==> config.mk <==
export PLATFORM = sky130hd
export DESIGN_NAME = pwrup_recall_seq
export DESIGN_NICKNAME = d
export VERILOG_FILES = /design/src/rtl/pwr_seq_pkg.sv /design/src/rtl/psq_sync.sv /design/src/rtl/psq_recall_walker.sv /design/src/rtl/psq_status.sv /design/src/rtl/psq_addr_sel.sv /design/src/rtl/pwrup_recall_seq.sv
export SDC_FILE = /design/constraint.sdc
export NUM_CORES = 1
export LEC_CHECK = 0
export ABC_AREA = 1
export BUFFER_PORTS_ARGS = -buffer_cell sky130_fd_sc_hd__buf_2
export CORE_ASPECT_RATIO = 0.75
export CORE_MARGIN = 4
export CORE_UTILIZATION = 48
export CTS_CLUSTER_DIAMETER = 30
export DETAILED_ROUTE_END_ITERATION = 8
export PLACE_DENSITY_LB_ADDON = 0.2
export SLEW_MARGIN = 20
export SYNTH_ARGS = -nofsm -noshare
export SYNTH_HDL_FRONTEND = slang
export SYNTH_HIERARCHICAL = 1
export SYNTH_SLANG_ARGS = --single-unit
export TNS_END_PERCENT = 30
==> constraint.sdc <==
create_clock -name clk -period 2.6 [get_ports clk]
set_input_delay 0.39 -clock clk [delete_from_list [all_inputs] [get_ports clk]]
set_output_delay 0.39 -clock clk [all_outputs]
set_load 0.005 [all_outputs]
==> src/rtl/pwr_seq_pkg.sv <==
package pwr_seq_pkg;

  typedef enum logic [1:0] {
    PS_OFF      = 2'd0,
    PS_WAIT_ANA = 2'd1,
    PS_RECALL   = 2'd2,
    PS_VALID    = 2'd3
  } pwr_state_e;

  localparam logic [7:0] MAIN_ADDR_FALLBACK = 8'hA2;
  localparam logic [7:0] AUX_ADDR           = 8'hA0;

endpackage

==> src/rtl/psq_sync.sv <==
module psq_sync #(
  parameter int W      = 2,
  parameter int STAGES = 2
) (
  input  logic         clk,
  input  logic         rst_n,
  input  logic [W-1:0] d,
  output logic [W-1:0] q
);

  logic [STAGES-1:0][W-1:0] stg_q, stg_d;

  always_comb begin
    stg_d[0] = d;
    for (int i = 1; i < STAGES; i++) begin
      stg_d[i] = stg_q[i-1];
    end
  end

  always_ff @(posedge clk or negedge rst_n) begin
    if (!rst_n) begin
      stg_q <= '0;
    end else begin
      stg_q <= stg_d;
    end
  end

  assign q = stg_q[STAGES-1];

endmodule

==> src/rtl/psq_recall_walker.sv <==
module psq_recall_walker #(
  parameter int NUM_REGS = 16,
  parameter int DATA_W   = 8,
  parameter int RD_LAT   = 2,
  parameter int ADDR_W   = $clog2(NUM_REGS)
) (
  input  logic              clk,
  input  logic              rst_n,
  input  logic              active,
  output logic              rd_en,
  output logic [ADDR_W-1:0] rd_addr,
  input  logic [DATA_W-1:0] rd_data,
  output logic              wr_en,
  output logic [ADDR_W-1:0] wr_addr,
  output logic [DATA_W-1:0] wr_data,
  output logic              done
);

  localparam int CNT_W = $clog2(NUM_REGS + 1);
  localparam logic [CNT_W-1:0]  CNT_END   = CNT_W'(NUM_REGS);
  localparam logic [ADDR_W-1:0] LAST_ADDR = ADDR_W'(NUM_REGS - 1);

  logic [CNT_W-1:0]                iss_q, iss_d;
  logic [RD_LAT-1:0]               vld_q, vld_d;
  logic [RD_LAT-1:0][ADDR_W-1:0]   adr_q, adr_d;

  assign rd_en   = active && (iss_q < CNT_END);
  assign rd_addr = iss_q[ADDR_W-1:0];

  always_comb begin
    iss_d = '0;
    if (active) begin
      iss_d = rd_en ? iss_q + 1'b1 : iss_q;
    end
  end

  always_comb begin
    vld_d = '0;
    adr_d = adr_q;
    if (active) begin
      vld_d[0] = rd_en;
      adr_d[0] = rd_addr;
      for (int i = 1; i < RD_LAT; i++) begin
        vld_d[i] = vld_q[i-1];
        adr_d[i] = adr_q[i-1];
      end
    end
  end

  always_ff @(posedge clk or negedge rst_n) begin
    if (!rst_n) begin
      iss_q <= '0;
      vld_q <= '0;
      adr_q <= '0;
    end else begin
      iss_q <= iss_d;
      vld_q <= vld_d;
      adr_q <= adr_d;
    end
  end

  assign wr_en   = active && vld_q[RD_LAT-1];
  assign wr_addr = adr_q[RD_LAT-1];
  assign wr_data = rd_data;
  assign done    = wr_en && (wr_addr == LAST_ADDR);

  AST_READ_STEP: assert property (@(posedge clk) disable iff (!rst_n)
    (rd_en && $past(rd_en)) |-> (rd_addr == $past(rd_addr) + 1'b1));

  AST_FIRST_READ_ZERO: assert property (@(posedge clk) disable iff (!rst_n)
    (rd_en && !$past(active)) |-> (rd_addr == '0));

endmodule

==> src/rtl/psq_status.sv <==
module psq_status (
  input  logic clk,
  input  logic rst_n,
  input  logic off_d,
  input  logic valid_d,
  input  logic vana_s,
  input  logic conv_done,
  input  logic conv_low_supply,
  output logic ready_n,
  output logic low_supply_flag
);

  logic rdy_n_q, rdy_n_d;
  logic flag_q, flag_d;

  always_comb begin
    rdy_n_d = !(valid_d && vana_s);
  end

  always_comb begin
    flag_d = flag_q;
    if (off_d) begin
      flag_d = 1'b1;
    end else if (!rdy_n_q && conv_done) begin
      flag_d = conv_low_supply;
    end
  end

  always_ff @(posedge clk or negedge rst_n) begin
    if (!rst_n) begin
      rdy_n_q <= 1'b1;
      flag_q  <= 1'b1;
    end else begin
      rdy_n_q <= rdy_n_d;
      flag_q  <= flag_d;
    end
  end

  assign ready_n         = rdy_n_q;
  assign low_supply_flag = flag_q;

  AST_FLAG_HOLD: assert property (@(posedge clk) disable iff (!rst_n)
    (ready_n && !off_d) |=> $stable(low_supply_flag));

  AST_OFF_NOT_READY: assert property (@(posedge clk) disable iff (!rst_n)
    off_d |=> (ready_n && low_supply_flag));

endmodule

==> src/rtl/psq_addr_sel.sv <==
module psq_addr_sel
  import pwr_seq_pkg::*;
(
  input  logic       serial_en,
  input  logic       shadow_valid,
  input  logic       addr_from_nvm,
  input  logic [7:0] nvm_main_addr,
  input  logic       aux_enable,
  output logic [7:0] main_dev_addr,
  output logic       aux_dev_answer
);

  always_comb begin
    main_dev_addr = MAIN_ADDR_FALLBACK;
    if (shadow_valid && addr_from_nvm) begin
      main_dev_addr = nvm_main_addr;
    end
  end

  always_comb begin
    aux_dev_answer = serial_en && (aux_enable || !shadow_valid);
  end

endmodule

==> src/rtl/pwrup_recall_seq.sv <==
module pwrup_recall_seq
  import pwr_seq_pkg::*;
#(
  parameter int NUM_REGS    = 16,
  parameter int DATA_W      = 8,
  parameter int RD_LAT      = 2,
  parameter int SYNC_STAGES = 2,
  parameter int ADDR_W      = $clog2(NUM_REGS)
) (
  input  logic              clk,
  input  logic              rst_n,
  input  logic              vdig_ok_async,
  input  logic              vana_ok_async,
  output logic              nvm_rd_en,
  output logic [ADDR_W-1:0] nvm_rd_addr,
  input  logic [DATA_W-1:0] nvm_rd_data,
  output logic              shd_wr_en,
  output logic [ADDR_W-1:0] shd_wr_addr,
  output logic [DATA_W-1:0] shd_wr_data,
  output logic              recall_done,
  output logic              shadow_valid,
  output logic              serial_en,
  output logic              ready_n,
  input  logic              conv_done,
  input  logic              conv_low_supply,
  output logic              low_supply_flag,
  input  logic              addr_from_nvm,
  input  logic [7:0]        nvm_main_addr,
  input  logic              aux_enable,
  output logic [7:0]        main_dev_addr,
  output logic              aux_dev_answer
);

  logic [1:0] lvl_s;
  logic       vdig_s, vana_s;
  pwr_state_e state_q, state_d;
  logic       rc_active, rc_done;

  psq_sync #(.W(2), .STAGES(SYNC_STAGES)) i_sync (
    .clk   (clk),
    .rst_n (rst_n),
    .d     ({vdig_ok_async, vana_ok_async}),
    .q     (lvl_s)
  );

  assign vdig_s = lvl_s[1];
  assign vana_s = lvl_s[0];

  always_comb begin
    state_d = state_q;
    if (!vdig_s) begin
      state_d = PS_OFF;
    end else begin
      case (state_q)
        PS_OFF:      state_d = PS_WAIT_ANA;
        PS_WAIT_ANA: if (vana_s) state_d = PS_RECALL;
        PS_RECALL: begin
          if (rc_done)      state_d = PS_VALID;
          else if (!vana_s) state_d = PS_WAIT_ANA;
        end
        PS_VALID:    state_d = PS_VALID;
        default:     state_d = PS_OFF;
      endcase
    end
  end

  always_ff @(posedge clk or negedge rst_n) begin
    if (!rst_n) begin
      state_q <= PS_OFF;
    end else begin
      state_q <= state_d;
    end
  end

  assign rc_active    = (state_q == PS_RECALL);
  assign shadow_valid = (state_q == PS_VALID);
  assign serial_en    = (state_q != PS_OFF);

  psq_recall_walker #(
    .NUM_REGS (NUM_REGS),
    .DATA_W   (DATA_W),
    .RD_LAT   (RD_LAT),
    .ADDR_W   (ADDR_W)
  ) i_walker (
    .clk     (clk),
    .rst_n   (rst_n),
    .active  (rc_active),
    .rd_en   (nvm_rd_en),
    .rd_addr (nvm_rd_addr),
    .rd_data (nvm_rd_data),
    .wr_en   (shd_wr_en),
    .wr_addr (shd_wr_addr),
    .wr_data (shd_wr_data),
    .done    (rc_done)
  );

  assign recall_done = rc_done;

  psq_status i_status (
    .clk             (clk),
    .rst_n           (rst_n),
    .off_d           (state_d == PS_OFF),
    .valid_d         (state_d == PS_VALID),
    .vana_s          (vana_s),
    .conv_done       (conv_done),
    .conv_low_supply (conv_low_supply),
    .ready_n         (ready_n),
    .low_supply_flag (low_supply_flag)
  );

  psq_addr_sel i_addr_sel (
    .serial_en      (serial_en),
    .shadow_valid   (shadow_valid),
    .addr_from_nvm  (addr_from_nvm),
    .nvm_main_addr  (nvm_main_addr),
    .aux_enable     (aux_enable),
    .main_dev_addr  (main_dev_addr),
    .aux_dev_answer (aux_dev_answer)
  );

  AST_READ_NEEDS_ANALOG: assert property (@(posedge clk) disable iff (!rst_n)
    nvm_rd_en |-> (vana_s || $past(vana_s)));

  AST_READY_NEEDS_VALID: assert property (@(posedge clk) disable iff (!rst_n)
    !ready_n |-> shadow_valid);

  AST_DIG_LOSS_CLEARS: assert property (@(posedge clk) disable iff (!rst_n)
    !vdig_s |=> (!shadow_valid && !serial_en));

  AST_DONE_SETS_VALID: assert property (@(posedge clk) disable iff (!rst_n)
    (recall_done && vdig_s) |=> shadow_valid);

  AST_ABORT_NO_VALID: assert property (@(posedge clk) disable iff (!rst_n)
    (rc_active && !vana_s && !recall_done) |=> !shadow_valid);

  AST_VALID_KEPT_ON_ANA_DIP: assert property (@(posedge clk) disable iff (!rst_n)
    (shadow_valid && vdig_s) |=> shadow_valid);

  AST_FALLBACK_ADDR: assert property (@(posedge clk) disable iff (!rst_n)
    !shadow_valid |-> (main_dev_addr == MAIN_ADDR_FALLBACK));

  AST_AUX_OPEN: assert property (@(posedge clk) disable iff (!rst_n)
    (serial_en && !shadow_valid) |-> aux_dev_answer);

endmodule

* Word level (Yosys, flattened, before mapping) *
Cells that the tools add are included.

operators by class
  $add $sub $neg = 1
  order comparisons = 1
  equality and inequality tests = 6
  muxes and demuxes = 11
  reductions and logical operators = 15

operator list
  cell                                                              count
  2-bit 2-to-1 mux                                                  5
  5-bit 2-to-1 mux                                                  2
  8-bit 2-to-1 mux                                                  1
  2-bit case mux with 4 select lines                                1
  1-bit logical AND                                                 7
  2-bit == test (second input constant)                             3
  5-bit by 1-bit adder with 5-bit output (second input constant)    1
  5-bit < comparator (second input constant)                        1
  4-bit == test (second input constant)                             1
  2-bit zero test                                                   2
  2-bit nonzero test                                                2
  1-bit zero test                                                   3
  2-bit by 1-bit == test with 1-bit output (second input constant)  1
  1-bit 2-to-1 mux                                                  2
  2-bit inequality test (second input constant)                     1
  1-bit logical OR                                                  1

storage, ports and cells
  register bits = 23
  bits of input ports = 24
  output and inout port bits = 32

* Logic depth before layout (Yosys ltp) *
Gate-level depths: netlist of the first run.

  word-level depth = 9
  mapped depth = 11

* Modules after synthesis *
Netlist of the first run, hierarchy kept.

modules (own cells, without submodules)
  module             times used  cells an instance  area an instance (um^2)
  psq_recall_walker  1           86                 755.7
  pwrup_recall_seq   1           18                 115.1
  psq_sync           1           4                  100.1
  psq_addr_sel       1           21                 82.6
  psq_status         1           9                  81.3

* Least setup slack after synthesis of the first run *
No wires, ideal clock.

  path type = register to output
  from = register state_q[0]
  to = output port recall_done
  arrival time = 0.939 ns
  data required time = 2.210 ns
  setup slack = 1.271 ns
  stages on the path, launching flop included = 7
  buffers on the path = 1
  cells stage by stage = dfrtp_1 > nor2_1 > buf_4 > nand2_2 > inv_2 > nand3_2 > nor3_2

on the way
  cells in the longest elaborated chain, start to end = 3

RTL lines
  item                    RTL line                 RTL
  start, declared         pwrup_recall_seq.sv:36   pwr_state_e state_q, state_d;
  start signal, assigned  pwrup_recall_seq.sv:71   state_q <= state_d;
  2-bit == test           pwrup_recall_seq.sv:75   assign rc_active = (state_q == PS_RECALL);
  net rc_active           pwrup_recall_seq.sv:37   logic rc_active, rc_done;
  1-bit logical AND       psq_recall_walker.sv:62  assign wr_en = active && vld_q[RD_LAT-1];
  net shd_wr_en           pwrup_recall_seq.sv:17   output logic shd_wr_en,
  1-bit logical AND       psq_recall_walker.sv:65  assign done = wr_en && (wr_addr == LAST_ADDR);
  end, declared           pwrup_recall_seq.sv:20   output logic recall_done,

The timed path passes the listed nets, and every way through them passes these cells.

* Final worst setup path of the first run *
  from = register state_q[1]
  to = output port recall_done

on the way
  cells in the longest elaborated chain, start to end = 3

RTL lines
  item               RTL line
  2-bit == test      pwrup_recall_seq.sv:75
  net rc_active      pwrup_recall_seq.sv:37
  1-bit logical AND  psq_recall_walker.sv:62
  1-bit logical AND  psq_recall_walker.sv:65

The timed path passes the listed nets, and every way through them passes these cells.

==> results.json, run 1 <==
{
  "status": "finished clean",
  "io_pins": 56,
  "rsz0062_at_grt": "false",
  "post_drt_wl_per_cell_um": 11.0,
  "cts_tree": "yes",
  "slew_headroom": 0.674,
  "cts_htree_levels": 1,
  "p_leak_nw": 0.755,
  "syn_nets": 163,
  "die_y_um": 50.1,
  "antenna_found_initial": 0,
  "numCtsBuffers": 3,
  "yosysMostFrequentCell": "nand2_1",
  "cp-start-kind": "flop",
  "root_buffer": "clkbuf_4",
  "ys_warn_count": 6,
  "wl_um": 2150,
  "whs_ps": 22.2,
  "synth_ff_type": "dfrtp_1",
  "ir_drop_mv": 0.353,
  "die-area_um2": 3210,
  "cts_hold_buffers": 0,
  "num_vias": 868,
  "portBuffers": 39,
  "power_mw": 0.634,
  "min_period_over_period": 0.755,
  "path_class": "reg2out",
  "post_cts_buffers": 0,
  "ys_ff_latch": 23,
  "initial_core_util": 0.535,
  "clock_path_buffers": 2,
  "first_pass_iters": 4,
  "first_global_vias": 802,
  "hold_violations": 0,
  "vias_per_cell": 4.43,
  "synth-seq-area-share": 0.509,
  "drtIter0Drc": 36,
  "place_area_um2": 1240,
  "grt_usage": 0.147,
  "grt_pass1_wl_um": 3680,
  "clkTransAtPathRegs_ps": 120,
  "routabilityCongestion": 0.759,
  "fmax_ghz": 0.509,
  "numClockSinks": 23,
  "setup_viol": 0,
  "synth_top_area_frac": 0.463,
  "std_cell_rows": 14,
  "synth_common_cells": "nand2_1 (35), inv_1 (23), dfrtp_1 (21)",
  "fin_setup_tns_ps": 0,
  "worstMarginPinSlew_ps": 488,
  "grt_max_degree": 24,
  "n_antenna_cell": 0,
  "critPathCaptureType": "output port",
  "core_area_um2": 2120,
  "final_nets": 190,
  "hp-class": "in2async",
  "power_density_nw_per_um2": 501,
  "synth_edf_count": 0,
  "syn_area_um2": 1130,
  "drc": 0,
  "yosysTopAreaCell": "dfrtp_1",
  "area_delta_synth_final_pct": 11.6,
  "finClkSkew_ps": 5.82,
  "yosysUniqueCellTypes": 18,
  "final_cell_area_um2": 1270,
  "synthTopCellsByArea": "dfrtp_1 (46%), nand2_1 (12%), buf_4 (11%)",
  "min_period_ps": 1960,
  "max_cap_violations": 0,
  "critical_path_required_ps": 2210,
  "fp.dieW_um": 64.1,
  "dp_hpwl_um": 1730,
  "cts_resized": 0,
  "postRouteAntennaNets": 0,
  "worstPathArrival_ps": 1570,
  "grt-ovfl-total": 0,
  "path_max_fanout": 16,
  "clkLatencyLatePin_ps": 310,
  "ys_async_sr_fraction": 1.00,
  "drive_above_1_share": 0.354,
  "avgSynthCellArea_um2": 8.22,
  "netlist_instances": 138,
  "maxSlewViolCount": 0
}
-- worst max-delay path: stages, from the launching register on --
cell and delay (ps):
dfrtp_1 400, inv_1 70, nor2_1 100, buf_4 210, nand2_2 60, inv_2 60
nand3_2 50, nor3_2 150, buf_2 150
-- layer usage --
metal | GRT usage | routed length [um] | up-vias
met2 | 0.223 | 982 | 35
li1 | - | - | 443
met1 | 0.192 | 983 | 388
met3 | 0.0614 | 184 | 2
met5 | 0 | 0 | -
met4 | 0.0491 | 4 | 0
-- layout make-up --
class                   instances  area, um^2
clock inverters                 1        5.00
clock buffers                   3        22.5
well taps                      32        40.0
repair buffers                 40         203
fillers                       192         853
multi-input cells              69         313
flip-flops and latches         23         578
inverters                      28         105
-- registers in the layout, summed over array words and instances, names as in the netlist --
| signal | count |
|---|---|
| state_q | 2 |
| i_status/ready_n | 1 |
| i_walker/wr_addr | 4 |
| i_sync/q | 2 |
| i_walker/iss_q | 5 |
| i_sync/stg_d | 2 |
| i_walker/vld_q | 2 |
| i_status/low_supply_flag | 1 |
| i_walker/adr_q | 4 |
-- cell usage in the layout, fill, tap and decap left out, drive strengths merged --
cell,Yosys,layout
buf,18,40
a21oi,3,3
inv,28,28
nand2,37,37
nor2,14,14
dfrtp,21,21
dfstp,2,2
ha,1,1
o21ai,8,8
clkbuf,0,3
nand3,5,5
clkinv,0,1
nor3,1,1
-- worst paths after layout --
path | slack, ps | to | startpoint | cells after the start
max | 640 | recall_done | state_q[1]$_DFF_PN0_ | 8
min | 20 | i_walker/iss_q[0]$_DFFE_PN0P_ | rst_n | 1
max reg2reg | 1120 | state_q[1]$_DFF_PN0_ | state_q[1]$_DFF_PN0_ | 11
min reg2reg | 360 | i_sync/q[0]$_DFF_PN0_ | i_sync/stg_d[2]$_DFF_PN0_ | 0
max in group asynchronous | 2220 | i_status/low_supply_flag$_DFFE_PN1P_ | rst_n | 1
min in group clk | 180 | i_sync/stg_d[2]$_DFF_PN0_ | vana_ok_async | 1
-- where the power goes --
part / total, mW / switching [mW] / leakage, nW / internal [mW]
Sequential: 0.397 / 0.0173 / 0.298 / 0.379
Combinational: 0.0797 / 0.0460 / 0.439 / 0.0337
Clock: 0.158 / 0.101 / 0.0177 / 0.0574
Total: 0.634 / 0.164 / 0.755 / 0.471
-- logic make-up after synthesis --
kind of cell | count (synthesis) | synth area share
AOI/OAI and AO/OA | 11 | 0.0518
adders and majority gates | 1 | 0.0110
buffers and inverters | 46 | 0.215
DFF | 23 | 0.509
and+or+nand+nor | 57 | 0.213
-- metrics by stage --
step,setup slack (ps),util,cells
final,637,0.597,196
after global routing,493,0.597,196
after CTS,617,0.597,196
after detailed placement,983,0.584,192
after global placement,1030,0.584,192
after floorplan,1270,-,138
Note: power is estimated with default switching activity, not from simulation.
==> run 2, diff against run 1 <==
--- a/config.mk
+++ b/config.mk
@@ -5,11 +5,11 @@
 export SDC_FILE = /design/constraint.sdc
 export NUM_CORES = 1
 export LEC_CHECK = 0
-export ABC_AREA = 1
+export ABC_AREA = 0
 export BUFFER_PORTS_ARGS = -buffer_cell sky130_fd_sc_hd__buf_2
 export CORE_ASPECT_RATIO = 0.75
 export CORE_MARGIN = 4
-export CORE_UTILIZATION = 48
+export CORE_UTILIZATION = 44
 export CTS_CLUSTER_DIAMETER = 30
 export DETAILED_ROUTE_END_ITERATION = 8
 export PLACE_DENSITY_LB_ADDON = 0.2
==> constraint.sdc (replaced) <==
create_clock -name clk -period 2 [get_ports clk]
set_input_delay 0.3 -clock clk [delete_from_list [all_inputs] [get_ports clk]]
set_output_delay 0.3 -clock clk [all_outputs]
set_load 0.005 [all_outputs]
==> run 2 against run 1 <==
Net effect: cell count shrank 20%; first-iteration DRC count shrank 61%; combinational power shrank 15%; clock-buffer cell count is the same; highest routed layer unchanged; setup slack lost 380 ps; via count shrank 15%; global-route usage shrank 2.1 points; clock power grew 32%; cell area is the same; critical path type unchanged; synthesized cell count shrank 30%; largest power group unchanged; clock skew shrank 2.4 ps; die area grew 7.1%.
==> results.json, run 2 <==
{
  "hp-class": "in2reg",
  "grt-ovfl-total": 0,
  "first_global_vias": 674,
  "root_buffer": "clkbuf_4",
  "min_period_ps": 1750,
  "ys_async_sr_fraction": 1.00,
  "timing.rr.start": "state_q[1]$_DFF_PN0_",
  "whs_ps": 92.0,
  "grt_max_degree": 24,
  "fmax_ghz": 0.573,
  "std_cell_rows": 15,
  "avgSynthCellArea_um2": 11.7,
  "syn_area_um2": 1130,
  "ir_drop_mv": 0.394,
  "clock_path_buffers": 2,
  "yosysUniqueCellTypes": 28,
  "synth_common_cells": "dfrtp_1 (21), buf_4 (16), mux2_2 (6)",
  "wl_um": 2020,
  "numCtsBuffers": 3,
  "p_leak_nw": 0.674,
  "hold_violations": 0,
  "postRouteAntennaNets": 0,
  "drc": 0,
  "first_pass_iters": 4,
  "io_pins": 56,
  "power_mw": 0.766,
  "syn_nets": 121,
  "post_drt_wl_per_cell_um": 12.9,
  "fin_ws_ps": 255,
  "cts_htree_levels": 1,
  "maxSlewViolCount": 0,
  "die_y_um": 51.8,
  "largest_register_ff_count": 5,
  "synth_top_area_frac": 0.467,
  "synth_edf_count": 0,
  "synth_ff_type": "dfrtp_1",
  "cts_hold_buffers": 1,
  "cts_tree": "yes",
  "core_area_um2": 2360,
  "regToRegSetupSlack_ps": 630,
  "setup_viol": 0,
  "path_class": "reg2out",
  "place_ws_ps": 604,
  "routabilityCongestion": 0.745,
  "die-area_um2": 3440,
  "rsz0062_at_grt": "false",
  "grt_use_met2": 0.206,
  "worstPathArrival_ps": 1450,
  "dp_hpwl_um": 1600,
  "final_cells": 157,
  "ys_warn_count": 6,
  "worstMarginPinSlew_ps": 479,
  "fp.dieW_um": 66.4,
  "drive_above_1_share": 0.504,
  "n_antenna_cell": 0,
  "clkLatencyLatePin_ps": 300,
  "num_vias": 741,
  "final_nets": 149,
  "max_stage_delay_ps": 460,
  "yosysMostFrequentCell": "dfrtp_1",
  "netlist_instances": 96,
  "yosysTopAreaCell": "dfrtp_1",
  "numClockSinks": 23,
  "vias_per_cell": 4.72,
  "post_cts_buffers": 0,
  "ys_ff_latch": 23,
  "hold_path_depth": 1,
  "synth-seq-area-share": 0.513,
  "fin_setup_tns_ps": 0,
  "regMostFlops": "i_walker/iss_q",
  "grt_pass1_wl_um": 3240,
  "antenna_found_initial": 0,
  "portBuffers": 39,
  "hold_start": "vana_ok_async",
  "initial_core_util": 0.476,
  "path_max_fanout": 15,
  "cts_resized": 0,
  "cp_slowest_cell": "dfrtp_1",
  "layout_commonest_cell": "buf_2",
  "max_cap_violations": 0,
  "synthTopCellsByArea": "dfrtp_1 (47%), buf_4 (11%), mux2_2 (6.0%)",
  "grt_util_met1": 0.166,
  "grt_usage": 0.126,
  "layout_common_cells": "buf_2 (39), dfrtp_1 (21), mux2_2 (6), nor2_1 (5), and3_2 (5)",
  "slew_headroom": 0.681,
  "status": "finished clean",
  "clkTransAtPathRegs_ps": 120,
  "finClkSkew_ps": 3.42,
  "dp_cells": 152,
  "power_density_nw_per_um2": 605,
  "drtIter0Drc": 14,
  "crit_start": "state_q[1]$_DFF_PN0_",
  "critical_path_required_ps": 1700,
  "grt.busiest_layer": "met2",
  "grt_util_met3": 0.0389,
  "min_period_over_period": 0.873,
  "worstRegToRegCells": 5,
  "cp-start-kind": "flop",
  "critPathCaptureType": "output port",
  "area_delta_synth_final_pct": 12.4,
  "crit_path_cell_trace": "nor2b_1, buf_4, and2b_2, buf_2"
}
run 2: cell types whose count changed after synthesis, sizes merged, moves of 3 or more:
cell / previous run / this run
and2: 0 / 5
and3: 0 / 5
inv: 28 / 3
mux2: 0 / 8
nand2: 37 / 4
nand3: 5 / 0
nor2: 14 / 5
nor2b: 0 / 4
o21ai: 8 / 0
or2: 0 / 4
xnor2: 0 / 3
run 2: logic make-up (layout without fill, tap and decap cells):
family / Yosys count / after routing / synth area share
xor gates and xnor gates: 3 / 3 / 0.0233
buffers and inverters: 21 / 48 / 0.137
muxes: 10 / 10 / 0.104
DFF: 23 / 23 / 0.513
adders and majority gates: 1 / 1 / 0.0111
and+or+nand+nor: 34 / 34 / 0.187
AOI/OAI and AO/OA: 4 / 4 / 0.0244
run 2: layer usage:
layer  part of all wire  routed length, um
met1               0.44                897
met2               0.43                871
met3               0.11                225
met4              0.013                 27
met5                  0                  0
run 2: metrics by stage:
| step | utilization | instance area [um^2] |
|---|---|---|
| final | 0.535 | 1270 |
| after global routing | 0.535 | 1270 |
| after CTS | 0.535 | 1270 |
| after detailed placement | 0.520 | 1230 |
| after global placement | 0.520 | 1230 |
| after floorplan | - | 1130 |
run 2: power breakdown:
part | switching, mW | leakage (nW) | total (mW) | internal, mW
Sequential | 0.0111 | 0.302 | 0.490 | 0.479
Combinational | 0.0315 | 0.354 | 0.0675 | 0.0360
Clock | 0.134 | 0.0177 | 0.209 | 0.0745
run 2: critical path, delay by kind of cell (launching register included):
family,cells,cell delay (ps)
buffers and inverters,2,310
DFF,1,460
and+or+nand+nor,2,370
run 2: final cells by class:
type / count / area (um^2)
multi-input combinational: 52 / 394
sequential: 23 / 578
clock buffer: 3 / 22.5
tap: 34 / 42.5
inverter: 3 / 11.3
clock inverter: 1 / 5.00
timing repair buffer: 41 / 213
fill: 225 / 1100
run 2: worst paths after layout:
kind                                                  to
max reg2reg                         state_q[0]$_DFF_PN0_
max                                            nvm_rd_en
min in group asynchronous  i_walker/iss_q[1]$_DFFE_PN0P_
min reg2reg                        i_sync/q[1]$_DFF_PN0_
max in group asynchronous     i_status/ready_n$_DFF_PN1_
min                            i_sync/stg_d[2]$_DFF_PN0_
